$ cat config.mk
export PLATFORM = sky130hd
export DESIGN_NAME = tstctl_segment
export DESIGN_NICKNAME = d
export VERILOG_FILES = /design/src/rtl/tsc_pkg.sv /design/src/rtl/tsc_mode_cell.sv /design/src/rtl/tsc_child_chain.sv /design/src/rtl/tstctl_segment.sv
export SDC_FILE = /design/constraint.sdc
export NUM_CORES = 1
export LEC_CHECK = 0
export BUFFER_PORTS_ARGS = -buffer_cell sky130_fd_sc_hd__clkbuf_2
export CORE_ASPECT_RATIO = 1.2
export CORE_UTILIZATION = 50
export CTS_CLUSTER_DIAMETER = 100
export DETAILED_ROUTE_END_ITERATION = 10
export GPL_TIMING_DRIVEN = 1
export PLACE_DENSITY = 0.72
export SLEW_MARGIN = 5
export SYNTH_ARGS = -nofsm -noshare
export SYNTH_HDL_FRONTEND = slang
export SYNTH_SLANG_ARGS = --single-unit
$ cat constraint.sdc
create_clock -name clk -period 2.2 [get_ports clk]
set_clock_uncertainty 0.05 [all_clocks]
set_input_delay 0.66 -clock clk [delete_from_list [all_inputs] [get_ports clk]]
set_output_delay 0.66 -clock clk [all_outputs]
set_load 0.02 [all_outputs]
$ cat src/rtl/tsc_pkg.sv
package tsc_pkg;
  localparam int MODE_KINDS = 5;

  typedef logic [MODE_KINDS-1:0] mode_oh_t;

  typedef enum logic [2:0] {
    MODE_FUNC  = 3'd0,
    MODE_SCAN  = 3'd1,
    MODE_INTC  = 3'd2,
    MODE_SAFE  = 3'd3,
    MODE_IDDQ  = 3'd4
  } mode_code_e;

  localparam mode_oh_t OH_FUNC = 5'b00001;
  localparam mode_oh_t OH_SAFE = 5'b01000;

  function automatic mode_oh_t decode_mode(input logic [31:0] code);
    mode_oh_t r;
    if (code < MODE_KINDS) r = mode_oh_t'(5'b00001 << code[2:0]);
    else                   r = OH_SAFE;
    return r;
  endfunction
endpackage

$ cat src/rtl/tsc_mode_cell.sv
module tsc_mode_cell
  import tsc_pkg::*;
#(
  parameter int MODE_W = 3
) (
  input  logic     clk,
  input  logic     rst,
  input  logic     shift_en,
  input  logic     upd_en,
  input  logic     si,
  output logic     so,
  output mode_oh_t mode_o
);
  logic [MODE_W-1:0] sr_q;

  always_ff @(posedge clk) begin
    if (rst) begin
      sr_q   <= '0;
      mode_o <= OH_FUNC;
    end else if (shift_en) begin
      sr_q <= {si, sr_q[MODE_W-1:1]};
    end else if (upd_en) begin
      mode_o <= decode_mode(32'(sr_q));
    end
  end

  assign so = sr_q[0];
endmodule

$ cat src/rtl/tsc_child_chain.sv
module tsc_child_chain
  import tsc_pkg::*;
#(
  parameter int N_CHILD = 4,
  parameter int MODE_W  = 3
) (
  input  logic                        clk,
  input  logic                        rst,
  input  logic                        shift_en,
  input  logic                        upd_en,
  input  logic                        si,
  output logic                        so,
  output logic [N_CHILD*MODE_KINDS-1:0] modes_o
);
  logic [N_CHILD:0] link;
  assign link[0] = si;

  for (genvar k = 0; k < N_CHILD; k++) begin : g_child
    tsc_mode_cell #(.MODE_W(MODE_W)) u_cell (
      .clk      (clk),
      .rst      (rst),
      .shift_en (shift_en),
      .upd_en   (upd_en),
      .si       (link[k]),
      .so       (link[k+1]),
      .mode_o   (modes_o[k*MODE_KINDS +: MODE_KINDS])
    );
  end

  assign so = link[N_CHILD];
endmodule

$ cat src/rtl/tstctl_segment.sv
module tstctl_segment
  import tsc_pkg::*;
#(
  parameter int N_CHILD = 4,
  parameter int MODE_W  = 3
) (
  input  logic                          clk,
  input  logic                          rst,
  input  logic                          shift_upd,
  input  logic                          sdi,
  output logic                          sdo,
  output logic [MODE_KINDS-1:0]         local_mode_o,
  output logic                          child_en_o,
  output logic [N_CHILD*MODE_KINDS-1:0] child_mode_o
);
  logic en_sr_q;
  logic local_so;
  logic chain_so;
  logic child_shift;

  always_ff @(posedge clk) begin
    if (rst) begin
      en_sr_q    <= 1'b0;
      child_en_o <= 1'b0;
    end else if (shift_upd) begin
      en_sr_q <= sdi;
    end else begin
      child_en_o <= en_sr_q;
    end
  end

  tsc_mode_cell #(.MODE_W(MODE_W)) u_local (
    .clk      (clk),
    .rst      (rst),
    .shift_en (shift_upd),
    .upd_en   (~shift_upd),
    .si       (en_sr_q),
    .so       (local_so),
    .mode_o   (local_mode_o)
  );

  assign child_shift = shift_upd & child_en_o;

  tsc_child_chain #(.N_CHILD(N_CHILD), .MODE_W(MODE_W)) u_chain (
    .clk      (clk),
    .rst      (rst),
    .shift_en (child_shift),
    .upd_en   (~shift_upd),
    .si       (local_so),
    .so       (chain_so),
    .modes_o  (child_mode_o)
  );

  assign sdo = child_en_o ? chain_so : local_so;
endmodule

==> flow_metrics.env <==
export IMPL_setup_tns_final_ns=0
export IMPL_total_of_buffers_placed_on_input_and_output_ports=30
export IMPL_seqCellArea_sq_um=841
export IMPL_route_final_wire_length_um=3400
export IMPL_grt_use_met1=0.228
export IMPL_synth_cell_types=19
export IMPL_grt_met3_usage=0.0665
export IMPL_p_total_uw=1210
export IMPL_antenna_left=0
export IMPL_rsz0062_at_grt="false"
export IMPL_grt_pass1_wl_um=5650
export IMPL_grtUsageMet2=0.331
export IMPL_max_slew_margin=0.463
export IMPL_insertedDiodeCount=0
export IMPL_filler_cell_count=272
export IMPL_rr_startpoint="u_local.sr_q[0]"
export IMPL_die_width_um=55.3
export IMPL_fin_area_sq_um=1920
export IMPL_dr_first_iter_drc_count=33
export IMPL_worst_r2r_setup_slack_ns=0.98
export IMPL_required_ns=1.49
export IMPL_post_cts_setup_buffers=0
export IMPL_clock_tree_buffer_depth=2
export IMPL_syn_num_nets=185
export IMPL_cell_int_power_uw=916
export IMPL_finalCriticalPeriod_ns=1.94
export IMPL_start_util=0.539
export IMPL_worstMarginPinSlew_ns=0.805
export IMPL_setup_worst_path_start_class="register"
export IMPL_grt_start_max_net_pins=43
export IMPL_clkSinkCount=42
export IMPL_floorplan_rows=22
export IMPL_clk_transition_reported_paths_ns=0.11
export IMPL_yosysTopAreaCellShare=0.493
export IMPL_proportion_of_power_drawn_by_flip_flops_and_latches=0.643
export IMPL_power_density_nw_per_um2=632
export IMPL_worst_reg2reg_endpoint="u_local.mode_o[1]"
export IMPL_number_of_register_bits_inferred_by_synthesis=42
export IMPL_yosysWarnings=0
export IMPL_multi_input_comb_area_sq_um=761
export IMPL_cts_made_buffers=5
export IMPL_clock_tree_from_tritoncts="done"
export IMPL_viasPerCell=5.79
export IMPL_die_h_um=66.0
export IMPL_core_area_sq_um=3170
export IMPL_postCtsResizedCells=0
export IMPL_crit_end="sdo"
export IMPL_cts_htree_levels=2
export IMPL_insertion_delay_ns=0.34
export IMPL_combinationalPowerShare=0.073
export IMPL_setup_viol_count_final=0
export IMPL_gp_congestion=0.722
export IMPL_crit_path_end_kind="output pin"
export IMPL_antenna_found_initial=0
export IMPL_number_of_global_route_vias_before_repair=1281
export IMPL_placedInstanceArea_sq_um=1870
export IMPL_critical_path_class="reg2out"
export IMPL_dieArea_sq_um=3650
export IMPL_layout_drive_gt1_share=0.273
export IMPL_routedWlPerCell_um=13.9
export IMPL_root_buffer="sky130_fd_sc_hd__clkbuf_4"
export IMPL_drc=0
export IMPL_design_portCount=31
export IMPL_crit_path_max_fanout=9
export IMPL_utilization=0.605
export IMPL_layout_cells_most_common_list="sky130_fd_sc_hd__dfxtp_1 (42), sky130_fd_sc_hd__a21oi_1 (39), sky130_fd_sc_hd__clkbuf_2 (30)"
export IMPL_syn_area_sq_um=1710
export IMPL_hold_violations=0
export IMPL_yosysTopAreaCell="sky130_fd_sc_hd__dfxtp_1"
export IMPL_timing_critical_path_arrival_ns=1.23
export IMPL_crit_start="u_local.sr_q[0]"
export IMPL_clock_fmax_mhz=516
export IMPL_final_common_cell="sky130_fd_sc_hd__dfxtp_1"
export IMPL_count_of_tritonroute_iterations_in_the_first_routing_pass=4
export IMPL_synth_cells=181
export IMPL_grt_ovfl_total=0
export IMPL_netSwitchingPower_uw=296
export IMPL_detailed_place_hpwl_um=2240
export IMPL_switching_part_of_the_total_power=0.244
export IMPL_syn_avg_cell_area_sq_um=9.42
export IMPL_leakage_uw=0.000714
export IMPL_outcome="completed"
export IMPL_layout_nets=213
export IMPL_post_route_fraction_of_the_period_consumed_by_the_critical_path=0.881
export IMPL_grt_most_used_layer="met2"
export IMPL_vias=1419
export IMPL_report_final_slew_viol_count=0
export IMPL_irDropWorstVdd_uv=519
export IMPL_ff2ff_path_depth=2
export IMPL_groute_usage_overall=0.194
export IMPL_post_cts_hold_buffer_count=0
export IMPL_hold_class="reg2reg"
export IMPL_pwr_share_clk=0.284
export IMPL_timing_max_cap_violations=0
export IMPL_hold_start="u_chain.g_child[3].u_cell.mode_o[2]"
export IMPL_synth_area_top_cells="sky130_fd_sc_hd__dfxtp_1 (49%), sky130_fd_sc_hd__a21oi_1 (11%), sky130_fd_sc_hd__or4b_1 (8.8%)"
export IMPL_area_growth_synth_to_final_pct=12.3
export IMPL_seq_area_frac_synth=0.493
==> cell usage after synthesis <==
cell type                  count
sky130_fd_sc_hd__dfxtp_1      42
sky130_fd_sc_hd__a21oi_1      39
sky130_fd_sc_hd__nand2_1      17
sky130_fd_sc_hd__or4b_1       15
sky130_fd_sc_hd__a21bo_2      12
sky130_fd_sc_hd__nand3_1      12
sky130_fd_sc_hd__clkbuf_1      6
sky130_fd_sc_hd__a221oi_1      5
sky130_fd_sc_hd__buf_2         5
sky130_fd_sc_hd__inv_1         5
sky130_fd_sc_hd__o21ai_0       5
sky130_fd_sc_hd__o41ai_1       5
sky130_fd_sc_hd__buf_4         3
sky130_fd_sc_hd__mux2i_1       3
sky130_fd_sc_hd__nor2_1        3
sky130_fd_sc_hd__buf_1         1
sky130_fd_sc_hd__buf_6         1
sky130_fd_sc_hd__mux2_2        1
sky130_fd_sc_hd__nand2b_1      1
==> kinds of logic after synthesis <==
| logic type | count (synthesis) | share of synthesized area |
|---|---|---|
| AOI/OAI and AO/OA | 66 | 0.251 |
| and+or+nand+nor | 48 | 0.171 |
| DFF | 42 | 0.493 |
| buffers and inverters | 21 | 0.0609 |
| muxes | 4 | 0.0242 |
==> power by group through the flow <==
stage / Sequential [uW] / Combinational (uW) / Clock [uW]
4_1_cts: 780 / 88.0 / 362
6_report: 779 / 88.1 / 344
2_1_floorplan: 808 / 53.4 / 0
3_5_place_dp: 797 / 87.4 / 0
3_3_place_gp: 796 / 84.2 / 0
5_1_grt: 782 / 96.2 / 396
==> worst max-delay path, cell delays in order (launching register included) <==
cell and delay (ns):
sky130_fd_sc_hd__dfxtp_1 0.51, sky130_fd_sc_hd__mux2_2 0.22, sky130_fd_sc_hd__clkbuf_2 0.16
==> through the flow <==
step / worst slack, ns / hold WS (ns) / instances
2_1_floorplan: 0.203 / 0.415 / 181
3_3_place_gp: 0.312 / 0.393 / 238
3_5_place_dp: 0.217 / 0.398 / 238
4_1_cts: 0.226 / 0.415 / 245
5_1_grt: 0.163 / 0.424 / 245
6_report: 0.262 / 0.409 / 245
==> worst min-delay path by stage <==
stage / depth (start not counted) / to / slack [ns]
after floorplan: 2 / u_local.sr_q[2] / 0.41
after global placement: 2 / u_chain.g_child[3].u_cell.mode_o[2] / 0.39
after detailed placement: 2 / u_chain.g_child[3].u_cell.mode_o[2] / 0.40
after CTS: 2 / u_chain.g_child[3].u_cell.mode_o[2] / 0.41
after global routing: 2 / u_chain.g_child[3].u_cell.mode_o[1] / 0.42
final: 2 / u_chain.g_child[3].u_cell.mode_o[2] / 0.41
==> metal layers <==
layer  vias to the layer above  wire (um)
li1                        717          -
met1                       678       1530
met2                        20       1740
met3                         4        102
met4                         0         25
met5                         -          0
==> final cells by class <==
| cell class | count | share of cell area |
|---|---|---|
| multi-input cells | 118 | 0.397 |
| clock inverters | 2 | 0.00523 |
| clock buffers | 5 | 0.0196 |
| inverters | 5 | 0.00980 |
| repair buffers | 37 | 0.106 |
| flip-flops and latches | 42 | 0.439 |
| well taps | 36 | 0.0235 |
==> state kept, by name, summed over array words and instances (netlist names) <==
register                       count
u_chain.g_child.u_cell.mode_o     20
u_chain.g_child.u_cell.sr_q       12
u_local.mode_o                     5
u_local.sr_q                       3
child_en_o                         1
en_sr_q                            1
Power figures use the tool's default switching activity.
